### src/rtl/vsched_pkg.sv
package vsched_pkg;
  localparam int NUM_EVT  = 4;
  localparam int NUM_MAIN = 3;

  typedef enum logic [1:0] {
    EV_RESET = 2'd0,
    EV_IRQ   = 2'd1,
    EV_FIQ   = 2'd2,
    EV_DBG   = 2'd3
  } ev_e;

  typedef enum logic [1:0] {
    OP_START_MAIN = 2'd0,
    OP_START_DBG  = 2'd1,
    OP_STOP_MAIN  = 2'd2,
    OP_STOP_DBG   = 2'd3
  } op_e;
endpackage

### src/rtl/vsched_access.sv
module vsched_access
  import vsched_pkg::*;
(
  input  logic                clk_i,
  input  logic                rst_ni,
  input  logic                secure_i,
  input  logic                priv_i,
  input  logic                pmu_owns_i,
  input  logic                ctl_wr_i,
  input  logic                ctl_grant_i,
  input  logic                load_i,
  input  logic [1:0]          load_sel_i,
  input  logic                clear_i,
  input  logic                op_i,
  input  logic [1:0]          op_code_i,
  input  logic [NUM_MAIN-1:0] op_mask_i,
  output logic [NUM_EVT-1:0]  load_vec_o,
  output logic [NUM_EVT-1:0]  start_vec_o,
  output logic [NUM_EVT-1:0]  stop_vec_o,
  output logic                clear_o,
  output logic                grant_o,
  output logic                trap_o
);
  logic grant_q, trap_q;
  logic sec_priv, allowed, op_legal, op_ok, load_ok, clear_ok, ctl_ok;
  logic mask_any;

  assign sec_priv = secure_i & priv_i;
  assign allowed  = ~pmu_owns_i & (sec_priv | grant_q);
  assign mask_any = |op_mask_i;

  always_comb begin
    unique case (op_code_i)
      OP_START_MAIN, OP_STOP_MAIN: op_legal = mask_any;
      default:                     op_legal = ~mask_any;
    endcase
  end

  assign op_ok    = op_i & allowed & op_legal;
  assign load_ok  = load_i & allowed;
  assign clear_ok = clear_i & allowed;
  assign ctl_ok   = ctl_wr_i & sec_priv;

  always_comb begin
    start_vec_o = '0;
    stop_vec_o  = '0;
    if (op_ok) begin
      unique case (op_code_i)
        OP_START_MAIN: start_vec_o = {1'b0, op_mask_i};
        OP_START_DBG:  start_vec_o[EV_DBG] = 1'b1;
        OP_STOP_MAIN:  stop_vec_o  = {1'b0, op_mask_i};
        default:       stop_vec_o[EV_DBG] = 1'b1;
      endcase
    end
  end

  assign load_vec_o = load_ok ? (NUM_EVT'(1) << load_sel_i) : '0;
  assign clear_o    = clear_ok;

  always_ff @(posedge clk_i or negedge rst_ni) begin
    if (!rst_ni) begin
      grant_q <= 1'b0;
      trap_q  <= 1'b0;
    end else begin
      if (ctl_ok) grant_q <= ctl_grant_i;
      trap_q <= (op_i & ~op_ok) | (load_i & ~load_ok) |
                (clear_i & ~clear_ok) | (ctl_wr_i & ~ctl_ok);
    end
  end

  assign grant_o = grant_q;
  assign trap_o  = trap_q;
endmodule

### src/rtl/vsched_counter.sv
module vsched_counter #(
  parameter int W = 32
) (
  input  logic         clk_i,
  input  logic         rst_ni,
  input  logic         halt_i,
  input  logic         clear_i,
  input  logic         load_i,
  input  logic [W-1:0] load_val_i,
  input  logic         start_i,
  input  logic         stop_i,
  output logic         running_o,
  output logic         event_o
);
  logic [W-1:0] cnt_q;
  logic         run_q, evt_q;
  logic         at_max;

  assign at_max = &cnt_q;

  always_ff @(posedge clk_i or negedge rst_ni) begin
    if (!rst_ni) begin
      cnt_q <= '0;
      run_q <= 1'b0;
      evt_q <= 1'b0;
    end else if (halt_i || clear_i) begin
      run_q <= 1'b0;
      evt_q <= 1'b0;
      if (clear_i) cnt_q <= '0;
    end else begin
      // stop in the rollover cycle suppresses the event
      evt_q <= run_q & at_max & ~stop_i;
      if (load_i)              cnt_q <= load_val_i;
      else if (run_q && !stop_i) cnt_q <= cnt_q + 1'b1;
      if (stop_i)              run_q <= 1'b0;
      else if (run_q && at_max) run_q <= 1'b0;
      else if (start_i)        run_q <= 1'b1;
    end
  end

  assign running_o = run_q;
  assign event_o   = evt_q;
endmodule

### src/rtl/val_event_sched.sv
module val_event_sched
  import vsched_pkg::*;
#(
  parameter int CNT_W = 32,
  parameter int DBG_W = 6
) (
  input  logic                clk_i,
  input  logic                rst_ni,
  input  logic                secure_i,
  input  logic                priv_i,
  input  logic                pmu_owns_i,
  input  logic                ctl_wr_i,
  input  logic                ctl_grant_i,
  input  logic                load_i,
  input  logic [1:0]          load_sel_i,
  input  logic [CNT_W-1:0]    load_val_i,
  input  logic                clear_i,
  input  logic                op_i,
  input  logic [1:0]          op_code_i,
  input  logic [NUM_MAIN-1:0] op_mask_i,
  output logic [NUM_EVT-1:0]  running_o,
  output logic                evt_reset_o,
  output logic                evt_irq_o,
  output logic                evt_fiq_o,
  output logic                evt_dbg_o,
  output logic                trap_o
);
  logic [NUM_EVT-1:0] load_vec, start_vec, stop_vec, evt_vec;
  logic               clear_req, grant_q;

  vsched_access u_access (
    .clk_i       (clk_i),
    .rst_ni      (rst_ni),
    .secure_i    (secure_i),
    .priv_i      (priv_i),
    .pmu_owns_i  (pmu_owns_i),
    .ctl_wr_i    (ctl_wr_i),
    .ctl_grant_i (ctl_grant_i),
    .load_i      (load_i),
    .load_sel_i  (load_sel_i),
    .clear_i     (clear_i),
    .op_i        (op_i),
    .op_code_i   (op_code_i),
    .op_mask_i   (op_mask_i),
    .load_vec_o  (load_vec),
    .start_vec_o (start_vec),
    .stop_vec_o  (stop_vec),
    .clear_o     (clear_req),
    .grant_o     (grant_q),
    .trap_o      (trap_o)
  );

  for (genvar i = 0; i < NUM_EVT; i++) begin : g_cnt
    localparam int W = (i == int'(EV_DBG)) ? DBG_W : CNT_W;
    vsched_counter #(.W(W)) u_cnt (
      .clk_i      (clk_i),
      .rst_ni     (rst_ni),
      .halt_i     (pmu_owns_i),
      .clear_i    (clear_req),
      .load_i     (load_vec[i]),
      .load_val_i (load_val_i[W-1:0]),
      .start_i    (start_vec[i]),
      .stop_i     (stop_vec[i]),
      .running_o  (running_o[i]),
      .event_o    (evt_vec[i])
    );
  end

  assign evt_reset_o = evt_vec[EV_RESET];
  assign evt_irq_o   = evt_vec[EV_IRQ];
  assign evt_fiq_o   = evt_vec[EV_FIQ];
  assign evt_dbg_o   = evt_vec[EV_DBG];
endmodule

### config.mk
export PLATFORM = sky130hd
export DESIGN_NAME = val_event_sched
export DESIGN_NICKNAME = d
export VERILOG_FILES = /design/src/rtl/vsched_pkg.sv /design/src/rtl/vsched_access.sv /design/src/rtl/vsched_counter.sv /design/src/rtl/val_event_sched.sv
export SDC_FILE = /design/constraint.sdc
export NUM_CORES = 1
export LEC_CHECK = 0
export ABC_AREA = 1
export BUFFER_PORTS_ARGS = -buffer_cell sky130_fd_sc_hd__buf_2
export CELL_PAD_IN_SITES_DETAIL_PLACEMENT = 0
export CELL_PAD_IN_SITES_GLOBAL_PLACEMENT = 1
export CORE_MARGIN = 2
export CORE_UTILIZATION = 47
export DETAILED_ROUTE_END_ITERATION = 7
export PLACE_DENSITY_LB_ADDON = 0.1
export SLEW_MARGIN = 0
export SYNTH_ARGS = -nofsm -noshare
export SYNTH_HDL_FRONTEND = slang
export SYNTH_SLANG_ARGS = --single-unit
### constraint.sdc
create_clock -name clk_i -period 5.4 [get_ports clk_i]
set_clock_uncertainty 0.15 [all_clocks]
set_input_delay 0.54 -clock clk_i [delete_from_list [all_inputs] [get_ports clk_i]]
set_output_delay 0.54 -clock clk_i [all_outputs]
set_load 0.05 [all_outputs]
== Word level (Yosys, flattened, before mapping) ==
Cells that the tools add are included.

* Add/subtract/negate cells: 4
* Equality and inequality tests: 3
* Shift operators: 1
* Multiplexer cells: 42
* Bitwise gates (word level): 33
* Reductions and logical operators: 33

{| class="wikitable"
|+ Operator list
! kind !! number
|-
| $mux W32 || 10
|-
| $add A32 B1 Y32 const B || 3
|-
| $reduce_and A32 Y1 || 3
|-
| $mux W6 || 4
|-
| $mux W1 || 23
|-
| $and A1 B1 Y1 || 19
|-
| $reduce_bool A4 Y1 || 4
|-
| $mux W4 || 3
|-
| $reduce_bool A3 Y1 || 4
|-
| $not A1 Y1 || 10
|-
| $logic_and A1 B1 Y1 || 8
|-
| $reduce_and A2 Y1 || 4
|-
| $add A6 B1 Y6 const B || 1
|-
| $mux W3 || 2
|-
| $reduce_and A6 Y1 || 1
|-
| $reduce_or A3 Y1 || 2
|-
| $logic_not A1 Y1 || 4
|-
| $or A1 B1 Y1 || 4
|-
| $shl A1 B2 Y4 const A || 1
|-
| $eq A2 B1 Y1 const B || 1
|-
| $eq A2 B2 Y1 const B || 1
|-
| $logic_not A2 Y1 || 1
|-
| $ne A2 B1 Y1 const B || 1
|-
| $reduce_or A2 Y1 || 1
|-
| $logic_or A1 B1 Y1 || 1
|}

* Flip-flop bits (word level): 112
* Bits of input ports: 49
* Output and inout port bits: 9
* Logic and storage cells: 130

== Longest topological paths before layout ==
Gate-level depths: netlist of run 1.

* Word-level depth: 11
* Gate-level depth with buffers: 13
* Depth with buffers taken out: 12

== By module ==
A second synthesis of run 1 with hierarchy kept.

* Cells, all modules: 1410
* Area total of the unflattened synthesis: 8861.0 µm²

{| class="wikitable"
|+ By module, submodules not included
! module !! instances !! cells each !! area each (µm²) !! sequential area each (µm²)
|-
| vsched_counter at g_cnt[1].u_cnt ... || 2 || 430 || 2668.8 || 850.8
|-
| vsched_counter at g_cnt[0].u_cnt || 1 || 425 || 2656.3 || 850.8
|-
| vsched_counter at g_cnt[3].u_cnt || 1 || 74 || 528.0 || 200.2
|-
| vsched_access || 1 || 51 || 339.1 || 50.0
|}

== Least setup slack after synthesis of run 1 ==
Ideal clock, no wire load.

* Path type: input -> register
* Start: input port pmu_owns_i
* End: register g_cnt[0].u_cnt.cnt_q[24]
* Setup time: 0.117 ns
* Arrival: 1.601 ns
* Required time: 5.133 ns
* Slack: 3.532 ns
* Stages on the path: 11
* Buffers on the path: 1
* Cells stage by stage: inv_2 > nand2_4 > nor2_4 > nand3_1 > nand2_1 > nand2_2 > nand2_4 > nand2_4 > buf_6 > nand2_1 > nand2_1

* Word-level cells in the longest chain between the ends: 9
* Elaborated cells on any way between the ends: 16
* Those cells by class: 1 x eq/ne; 4 x mux; 6 x bitwise; 5 x reduce/logical

{| class="wikitable"
|+ RTL lines
! what !! RTL line !! source
|-
| from (decl) || val_event_sched.sv:11 || <nowiki>input logic pmu_owns_i,</nowiki>
|-
| $not A1 Y1 || vsched_access.sv:29 || <nowiki>assign allowed = ~pmu_owns_i & (sec_priv | grant_q);</nowiki>
|-
| $and A1 B1 Y1 || vsched_access.sv:29 ||
|-
| $and A1 B1 Y1 (2 in a row) || vsched_access.sv:39 || <nowiki>assign op_ok = op_i & allowed & op_legal;</nowiki>
|-
| $mux W4 || vsched_access.sv:47 || <nowiki>if (op_ok) begin</nowiki>
|-
| $logic_not A1 Y1 || vsched_counter.sv:34 || <nowiki>else if (run_q && !stop_i) cnt_q <= cnt_q + 1'b1;</nowiki>
|-
| $logic_and A1 B1 Y1 || vsched_counter.sv:34 ||
|-
| $reduce_bool A3 Y1 (no line) || n/a ||
|-
| $reduce_and A2 Y1 (no line) || n/a ||
|-
| to (signal assigned) || vsched_counter.sv:33 || <nowiki>if (load_i) cnt_q <= load_val_i;</nowiki>
|-
| to (signal assigned) || vsched_counter.sv:34 ||
|-
| to (decl) || vsched_counter.sv:15 || <nowiki>logic [W-1:0] cnt_q;</nowiki>
|}

Several ways; a longest one is shown, not always the timed one.
A chain may end at the register's enable or synchronous reset.

== Worst setup path after layout of run 1 ==
* Start: register u_access.grant_q, in the netlist u_access.grant_o
* End: register g_cnt[1].u_cnt.cnt_q[29]

* Word-level cells in the longest chain between the ends: 9
* Elaborated cells on any way between the ends: 16
* Those cells by class: 1 x eq/ne; 4 x mux; 6 x bitwise; 5 x reduce/logical

{| class="wikitable"
|+ RTL lines
! what !! RTL line !! source
|-
| from (decl) || vsched_access.sv:24 || <nowiki>logic grant_q, trap_q;</nowiki>
|-
| from (signal assigned) || vsched_access.sv:65 || <nowiki>if (ctl_ok) grant_q <= ctl_grant_i;</nowiki>
|-
| $or A1 B1 Y1 * || vsched_access.sv:29 ||
|-
| $and A1 B1 Y1 * || vsched_access.sv:29 ||
|-
| $and A1 B1 Y1 (2 in a row) || vsched_access.sv:39 ||
|-
| $mux W4 || vsched_access.sv:47 ||
|-
| $logic_not A1 Y1 || vsched_counter.sv:34 ||
|-
| $logic_and A1 B1 Y1 || vsched_counter.sv:34 ||
|-
| $reduce_bool A3 Y1 (no line) || n/a ||
|-
| $reduce_and A2 Y1 (no line) || n/a ||
|-
| to (signal assigned) || vsched_counter.sv:33 ||
|-
| to (signal assigned) || vsched_counter.sv:34 ||
|-
| to (decl) || vsched_counter.sv:15 ||
|}

Every way passes the cells marked *; elsewhere a longest branch is shown, timed or not.

==> results of run 1 <==
## flip-flops by register name, indices dropped and copies added (netlist names)
| register | flops |
|---|---|
| u_access.grant_o | 1 |
| g_cnt.u_cnt.cnt_q | 102 |
| u_access.trap_o | 1 |
| g_cnt.u_cnt.event_o | 4 |
| g_cnt.u_cnt.running_o | 4 |
## final timing paths
path,startpoint,endpoint,slack (ns),depth (start not counted)
worst min register to register,g_cnt[3].u_cnt.cnt_q[1],g_cnt[3].u_cnt.cnt_q[1],0.37,2
worst max-delay path,u_access.grant_o,g_cnt[1].u_cnt.cnt_q[29],1.79,10
worst min-delay path,rst_ni,g_cnt[1].u_cnt.cnt_q[19],0.13,1
worst max register to register,u_access.grant_o,g_cnt[1].u_cnt.cnt_q[29],1.79,10
max in group asynchronous,rst_ni,g_cnt[2].u_cnt.cnt_q[23],3.77,2
min in group clk_i,ctl_grant_i,u_access.grant_o,0.28,3
## synthesized netlist by cell type (7+ instances only)
cell type / instances / area, µm²
xor2_1: 8 / 70.1
dfrtp_1: 112 / 2800
nor3_1: 7 / 35.0
xnor2_1: 13 / 114
nand3_1: 141 / 706
nor2_1: 211 / 792
o21ai_0: 94 / 470
nand4_1: 11 / 68.8
buf_2: 21 / 105
inv_1: 117 / 439
o21ai_1: 8 / 40.0
clkbuf_1: 17 / 63.8
a21oi_1: 55 / 275
nand3b_1: 14 / 105
o211ai_1: 8 / 60.1
nand2_2: 8 / 50.1
buf_4: 7 / 52.6
nand2_1: 537 / 2020
## cell type report
cell class | instances | area (µm²)
Multi-Input combinational cell | 1147 | 5070
Clock buffer | 11 | 253
Timing Repair Buffer | 60 | 310
Fill cell | 1892 | 8730
Sequential cell | 112 | 2800
Inverter | 122 | 458
Clock inverter | 5 | 53.8
Tap cell | 229 | 287
## through the flow
step	setup WS (ns)	instance area [µm²]	cells	hold WS (ns)
3_5_place_dp	1.53	8930	1670	0.347
3_3_place_gp	1.60	8930	1670	0.340
4_1_cts	1.83	9230	1686	0.171
2_1_floorplan	3.53	8610	1432	0.0944
5_1_grt	1.43	9230	1686	0.216
6_report	1.79	9230	1686	0.128
## metal layers
metal | track usage, % | up-vias | share of wire [%]
met4 | 8.45 | 0 | 2.6
li1 | - | 4584 | -
met2 | 46.1 | 253 | 45
met5 | 0 | - | 0
met1 | 41.7 | 4209 | 47
met3 | 4.89 | 34 | 5.4
## worst max-delay path: stages, from the launching register on
cell and delay, ns:
dfrtp_1 0.36, inv_1 0.09, a21oi_1 0.11, nand2_1 0.07, buf_4 0.39, nand2_2 0.60
inv_2 0.86, nand2_2 0.36, inv_2 0.32, nand3_1 0.11, nand2_1 0.07
## kinds of logic (layout without fill, tap and decap cells)
logic type                 after synthesis  in the layout  synth area share, %
AOI/OAI and AO/OA                      171            171                 10.3
DFF                                    112            112                 32.5
xor gates and xnor gates                21             21                 2.14
buffers and inverters                  173            198                 8.59
and+or+nand+nor                        951            951                 45.9
adders and majority gates                4              4                0.581
## power by group
group | total [mW] | internal [mW] | switching [mW]
Combinational | 0.444 | 0.157 | 0.287
Sequential | 1.07 | 0.937 | 0.133
Clock | 0.727 | 0.386 | 0.341
==> impl_metrics.toml, run 1 <==
[power]
ir_drop_mv = 0.167
finalPower_mw = 2.24
power_density_nw_per_um2 = 243
p_leak_nw = 4.33

[floorplanning]
rows = 49
fp.dieArea_um2 = 19400
initial_core_util_pct = 47.9
die_x_um = 139
fp.dieH_um = 139
io_pins = 58
core_um2 = 18000

[routing]
drt_first_iter_violations = 760
num_vias = 9080
drt_pre_antenna_iters = 5
remaining_drc_errors = 0
wl_per_cell_um = 16.7
viasPerCell = 5.39
detail-route-antenna-nets = 0
totalWireLength_mm = 28.2

[setup_path]
startpoint_type = "flop"
worstPathArrival_ns = 3.76
critical_path_peak_fanout = 46
worstSetupPathType = "reg -> reg"
cp.required_ns = 5.55
critPathCaptureType = "flop"

[synth]
synth_edf_count = 0
syn_area_um2 = 8610
synth_cell_types = 33
async_reset_ff_share_pct = 100
synth_ff_type = "dfrtp_1"
synth_cells = 1432
ys_warn_count = 0
syn_area_per_cell_um2 = 6.01
yosys_register_bits = 112
synth_nets = 1485
synth_seq_area_share_pct = 32.5

[clock_tree]
clk_latency_ns = 0.37
cts_made_buffers = 9
cts_hold_buf = 0
clock_sinks = 112
cts_setup_buffers = 0
htreeDepth = 3
cts-root-buf = "clkbuf_16"
cts_tree = "yes"
clk_pin_slew_worst_paths_ns = 0.08
cts_max_path_buffers = 2
ctsResizeCount = 0

[sta]
max_slew.worst_pin.slew_ns = 0.914
rsz0062_at_grt = "no"
finalCritPeriodShare_pct = 66.8
slew_headroom_pct = 39.1
finalSetupViolations = 0
setup_tns_ns = 0
finalHoldViolations = 0
drv_slew = 0
fmax_mhz = 277
min_period_ns = 3.61

[placed_design]
dpl.hpwl_mm = 20.2
io_buffers = 57
globalplace.congestion = 0.890

[finish]
final_common_cell = "nand2_1"
area_growth_pct = 7.22
antennaDiodeCount = 0
layout-drive-gt1-share_pct = 7.14
fin_nets = 1505
mostFrequentLayoutCells = "nand2_1 (537), nor2_1 (211), nand3_1 (141)"
fin_util_pct = 51.4

[grt]
grt_pass1_wl_mm = 45.0
grt_pass1_vias = 8177
grt.overflow.total = 0
grt_usage_pct = 29.3
antenna_found_initial = 0
grt_max_degree = 68

[worst_hold_path]
hp-class = "in -> async"

[flow_run]
cap_violations = 0

[outcome]
outcome = "completed"
Note: power is estimated with default switching activity, not from simulation.
==> inputs of run 2 (changes only) <==
--- a/config.mk
+++ b/config.mk
@@ -10,7 +10,7 @@
 export CELL_PAD_IN_SITES_DETAIL_PLACEMENT = 0
 export CELL_PAD_IN_SITES_GLOBAL_PLACEMENT = 1
 export CORE_MARGIN = 2
-export CORE_UTILIZATION = 47
+export CORE_UTILIZATION = 39
 export DETAILED_ROUTE_END_ITERATION = 7
 export PLACE_DENSITY_LB_ADDON = 0.1
 export SLEW_MARGIN = 0
==> constraint.sdc (replaced) <==
create_clock -name clk_i -period 3.1 [get_ports clk_i]
set_clock_uncertainty 0.15 [all_clocks]
set_input_delay 0.31 -clock clk_i [delete_from_list [all_inputs] [get_ports clk_i]]
set_output_delay 0.31 -clock clk_i [all_outputs]
set_load 0.05 [all_outputs]
==> run 2 against run 1 <==
Effect of this change: setup slack worse by 1.1 ns; global-route usage shrank 3.3 points; maximum frequency is 51% higher; count of clock-buffer cells in the layout down 1; routed wire length is 6.4% higher; die area rose by 20%; sequential power rose by 75%; sequential share of layout area fell by 0.47 points.
==> impl_metrics.toml, run 2 (same netlist as run 1, synthesis figures left out) <==
[placed_design]
io_buffers = 57
dp_slack_ns = 0.647
dpl.hpwl_mm = 22.2
globalplace.congestion = 0.880

[routing]
detail-route-antenna-nets = 0
drt_pre_antenna_iters = 5
totalWireLength_mm = 30.0
wl_per_cell_um = 17.2
drt_first_iter_violations = 615
viasPerCell = 5.12
num_vias = 8953
remaining_drc_errors = 0

[finish]
antennaDiodeCount = 0
fillers = 2409
regArea_um2 = 2800
area_growth_pct = 8.89
top_register = "g_cnt.u_cnt.cnt_q"
multi_input_area_um2 = 5070
mostFrequentLayoutCells = "nand2_1 (537), nor2_1 (211), nand3_1 (141)"
fin_nets = 1515
largest_reg_flops = 102
final_common_cell = "nand2_1"
layout-drive-gt1-share_pct = 7.70

[outcome]
outcome = "completed"

[floorplanning]
die_x_um = 153
core_um2 = 21800
initial_core_util_pct = 39.6
fp.dieArea_um2 = 23300
rows = 54
io_pins = 58
fp.dieH_um = 153

[grt]
grt_usage_pct = 26.1
grt.overflow.total = 0
grt_max_degree = 46
grt_pass1_wl_mm = 48.2
grt_pass1_vias = 8764
antenna_found_initial = 0

[sta]
setup_tns_ns = 0
finalCritPeriodShare_pct = 77.0
min_period_ns = 2.39
slew_headroom_pct = 51.6
setup_slack_ns = 0.713
finalSetupViolations = 0
finalHoldViolations = 0
drv_slew = 0
fmax_mhz = 419
max_slew.worst_pin.slew_ns = 0.723
rsz0062_at_grt = "no"

[clock_tree]
htreeDepth = 3
cts_tree = "yes"
cts_max_path_buffers = 2
cts-root-buf = "clkbuf_16"
ctsResizeCount = 0
clk_pin_slew_worst_paths_ns = 0.08
cts_made_buffers = 9
cts_setup_buffers = 0
clk_latency_ns = 0.37
clock_sinks = 112

[worst_hold_path]
hp-class = "in -> reg"

[power]
p_leak_nw = 4.37
power_density_nw_per_um2 = 411
ir_drop_mv = 0.238

[setup_path]
startpoint_type = "flop"
critPathCaptureType = "flop"
critical_path_peak_fanout = 36
worstPathArrival_ns = 2.45
cp.required_ns = 3.17
worstSetupPathType = "reg -> reg"

[flow_run]
cap_violations = 0
[run 2: cell types whose count changed in the layout (fill, tap and decap cells not counted)]
cell,before,now
inv_6,1,0
clkbuf_8,2,1
bufinv_16,1,0
clkinv_4,0,4
clkinv_2,3,2
dlygate4sd3_1,0,1
buf_12,0,2
buf_4,4,11
[run 2: path summary, 6_finish.rpt]
kind | start | to | slack, ns | depth (start not counted)
worst max-delay path | u_access.grant_o | g_cnt[1].u_cnt.cnt_q[21] | 0.71 | 9
worst min-delay path | ctl_grant_i | u_access.grant_o | 0.04 | 3
worst max register to register | u_access.grant_o | g_cnt[1].u_cnt.cnt_q[21] | 0.71 | 9
worst min register to register | g_cnt[3].u_cnt.cnt_q[3] | g_cnt[3].u_cnt.cnt_q[3] | 0.35 | 2
max in group asynchronous | rst_ni | g_cnt[0].u_cnt.cnt_q[16] | 1.61 | 3
min in group asynchronous | rst_ni | g_cnt[1].u_cnt.cnt_q[16] | 0.34 | 2
[run 2: routing by layer]
layer,track usage [%],vias to the layer above,part of all wire (%)
met1,35.1,4161,47
met2,45.2,168,48
met5,0,-,0
li1,-,4594,-
met4,6.22,0,1.7
met3,2.59,30,3.1
[run 2: final cells by class]
cell class	instances	area share, %
Inverter	122	4.88
Tap cell	280	3.74
Clock buffer	10	2.55
Clock inverter	6	0.480
Sequential cell	112	29.9
Multi-Input combinational cell	1147	54.1
Timing Repair Buffer	70	4.40
[run 2: report_power, final]
group	switching [mW]	internal, mW
registers	0.237	1.63
logic	0.506	0.285
clock network	0.623	0.574
total	1.37	2.49
[run 2: through the flow]
stage / instances / utilization [%] / instance area (µm²) / hold slack [ns] / power [mW]
2_1_floorplan: 1432 / - / 8610 / -0.136 / 2.38
3_3_place_gp: 1730 / 41.8 / 9080 / 0.228 / 2.67
3_5_place_dp: 1730 / 41.8 / 9080 / 0.230 / 2.68
4_1_cts: 1747 / 43.1 / 9380 / 0.0292 / 3.89
5_1_grt: 1747 / 43.1 / 9380 / 0.0549 / 4.08
6_report: 1747 / 43.1 / 9380 / 0.0378 / 3.86
[run 2: timing repair]
item	CTS	global route
setup endpoints to repair	0	0
hold buffers	1	0
hold endpoints to repair	41	0
[run 2: worst max-delay path, cell delays in order, from the launching register on]
cell	delay [ns]
dfrtp_1	0.36
inv_1	0.09
nand2_1	0.10
nand2_4	0.12
nor2_8	0.05
nand2_2	0.33
and2_1	0.21
nand2_2	0.07
nand2_2	0.54
o21ai_0	0.19
==> inputs of run 3 (changes only) <==
--- a/config.mk
+++ b/config.mk
@@ -5,12 +5,12 @@
 export SDC_FILE = /design/constraint.sdc
 export NUM_CORES = 1
 export LEC_CHECK = 0
-export ABC_AREA = 1
+export ABC_AREA = 0
 export BUFFER_PORTS_ARGS = -buffer_cell sky130_fd_sc_hd__buf_2
 export CELL_PAD_IN_SITES_DETAIL_PLACEMENT = 0
 export CELL_PAD_IN_SITES_GLOBAL_PLACEMENT = 1
 export CORE_MARGIN = 2
-export CORE_UTILIZATION = 39
+export CORE_UTILIZATION = 46
 export DETAILED_ROUTE_END_ITERATION = 7
 export PLACE_DENSITY_LB_ADDON = 0.1
 export SLEW_MARGIN = 0
==> constraint.sdc (replaced) <==
create_clock -name clk_i -period 2.2 [get_ports clk_i]
set_clock_uncertainty 0.15 [all_clocks]
set_input_delay 0.22 -clock clk_i [delete_from_list [all_inputs] [get_ports clk_i]]
set_output_delay 0.22 -clock clk_i [all_outputs]
set_load 0.05 [all_outputs]
==> run 3 against run 2 <==
Effect of this change: largest cell class unchanged; non-clock buffer count increased by 66; utilization increased by 14 points; synthesized area decreased by 12%; cell count decreased by 31%; count of clock-buffer cells in the layout unchanged; largest power group unchanged.
==> impl_metrics.toml, run 3 <==
[outcome]
outcome = "completed"

[grt]
grt_max_degree = 69
grt_usage_pct = 30.8
antenna_found_initial = 0
grt.overflow.total = 0
grt_pass1_vias = 7569
grt_pass1_wl_mm = 42.4

[clock_tree]
htreeDepth = 3
cts_made_buffers = 9
cts-root-buf = "clkbuf_16"
cts_tree = "yes"
clk_pin_slew_worst_paths_ns = 0.08
clk_latency_ns = 0.38
cts_max_path_buffers = 2
clock_sinks = 112

[synth]
ys_warn_count = 0
syn_area_um2 = 7540
synth_cell_types = 75
synth.area.top_cells = "dfrtp_1 (37%), a21oi_1 (4.4%), nand2_1 (3.8%)"
synth_edf_count = 0
synth_cells = 900
async_reset_ff_share_pct = 100
yosys_register_bits = 112
synth_seq_area_share_pct = 37.2
synth_top_area_share_pct = 37.2
syn_area_per_cell_um2 = 8.38
yosysMostFrequentCell = "dfrtp_1"
synth_nets = 953
synth_ff_type = "dfrtp_1"
synth_largest_area_cell = "dfrtp_1"
synth_commonest_cells = "dfrtp_1 (112), nand2_1 (77), a21oi_1 (67)"

[sta]
finalSetupViolations = 0
min_period_ns = 2.15
finalCritPeriodShare_pct = 97.6
max_slew.worst_pin.slew_ns = 0.728
fmax_mhz = 465
slew_headroom_pct = 51.4
drv_slew = 0
timing.hold.ws_ns = 0.0102
finalHoldViolations = 0
setup_tns_ns = 0

[setup_path]
startpoint_type = "flop"
worst_r2r_endpoint = "g_cnt[2].u_cnt.cnt_q[12]"
critPathCaptureType = "flop"
max_stage_delay_ns = 0.47
worstRegToRegCells = 8
crit-reg2reg-launch = "g_cnt[2].u_cnt.cnt_q[1]"
worstPathArrival_ns = 2.27
critical_path_peak_fanout = 6
worstSetupPathType = "reg -> reg"
cp.required_ns = 2.32
slowest_stage = "nor3_1"
reg2reg_slack_ns = 0.05
path_cells = "ha_2, nand3_2, buf_6, nor3_1, buf_4, and3_1, o21ai_0, o2bb2ai_1"

[routing]
num_vias = 8007
wl_per_cell_um = 22.4
remaining_drc_errors = 0
drt_first_iter_violations = 770
viasPerCell = 6.62
totalWireLength_mm = 27.1
drt_pre_antenna_iters = 5
detail-route-antenna-nets = 0

[flow_run]
cap_violations = 0

[finish]
layout-drive-gt1-share_pct = 20.1
mostFrequentLayoutCells = "dfrtp_1 (110), nand2_1 (75), a21oi_1 (66)"
final_cells = 1210
fin_nets = 1042
fillers = 1497
final_common_cell = "dfrtp_1"
top_register = "g_cnt.u_cnt.cnt_q"
largest_reg_flops = 102
area_growth_pct = 19.7
antennaDiodeCount = 0
fin_area_um2 = 9030

[placed_design]
globalplace.congestion = 0.893
dpl_cell_area_um2 = 8480
dpl.hpwl_mm = 19.1
io_buffers = 57
placed_cells = 1185

[power]
p_leak_nw = 3.49
finalPower_mw = 5.26
power_density_nw_per_um2 = 583
ir_drop_mv = 0.407

[floorplanning]
initial_core_util_pct = 47.3
core_um2 = 15900
rows = 46
fp.dieArea_um2 = 17400
io_pins = 58
die_x_um = 132
fp.dieH_um = 132

[worst_hold_path]
min_path_cells = 3
hp-start = "op_mask_i[1]"
hold_end = "g_cnt[1].u_cnt.running_o"
hp-class = "in -> reg"
[run 3: cells by family after synthesis]
kind of cell | Yosys count | share of synthesized area, %
xor+xnor | 3 | 0.348
flops | 112 | 37.2
mux | 7 | 0.946
fa+ha+maj | 4 | 0.664
compound gates | 324 | 29.1
buf+inv | 98 | 5.69
simple gates | 352 | 26.1
[run 3: how the worst max path moves through the flow]
stage / slack (ns) / startpoint / cells after the start / to
after floorplan: 0.08 / g_cnt[1].u_cnt.cnt_q[0] / 6 / g_cnt[1].u_cnt.cnt_q[30]
after global placement: 0.03 / g_cnt[2].u_cnt.cnt_q[1] / 7 / g_cnt[2].u_cnt.cnt_q[26]
after detailed placement: -0.03 / g_cnt[2].u_cnt.cnt_q[1] / 7 / g_cnt[2].u_cnt.cnt_q[26]
after CTS: 0.03 / g_cnt[2].u_cnt.cnt_q[1] / 6 / g_cnt[2].u_cnt.running_o
after global routing: -0.05 / g_cnt[2].u_cnt.cnt_q[12] / 7 / g_cnt[2].u_cnt.cnt_q[20]
final: 0.05 / g_cnt[2].u_cnt.cnt_q[1] / 8 / g_cnt[2].u_cnt.cnt_q[12]
[run 3: cell type report]
class	count	area [µm²]	area share, %
flip-flops and latches	112	2810	31.1
repair buffers	136	1020	11.3
well taps	216	270	2.99
inverters	40	150	1.66
multi-input cells	690	4460	49.4
clock buffers	10	229	2.54
clock inverters	6	92.6	1.03
[run 3: stage by stage]
stage / utilization (%) / worst slack [ns]
after global placement: 53.2 / 0.0322
after CTS: 55.5 / 0.0264
after detailed placement: 53.2 / -0.0266
after floorplan: - / 0.0798
final: 56.6 / 0.0517
after global routing: 56.6 / -0.0452
[run 3: layer usage]
metal	global-route usage, %	vias to the layer above	routed length, µm
met1	41.6	3954	11400
met2	49.0	343	12800
met5	0	-	0
met4	13.3	0	1020
met3	5.15	73	1880
li1	-	3637	-
[run 3: timing repair]
item / in CTS / in global routing
gates resized for setup: 1 / 31
setup endpoints to repair: 1 / 52
hold buffers: 3 / 0
pin swaps: 0 / 9
buffers inserted: 0 / 6
hold endpoints to repair: 114 / 0
[run 3: worst max-delay path, delay by kind of cell, from the launching register on]
kind	cells	cell delay, ns
flops	1	0.38
fa+ha+maj	1	0.20
simple gates	3	0.74
buf+inv	2	0.36
compound gates	2	0.21
[run 3: where the power goes]
part           total (mW)  switching [mW]  internal (mW)
clock                1.87           0.863           1.01
sequential           2.37           0.171           2.20
combinational        1.02           0.617          0.402
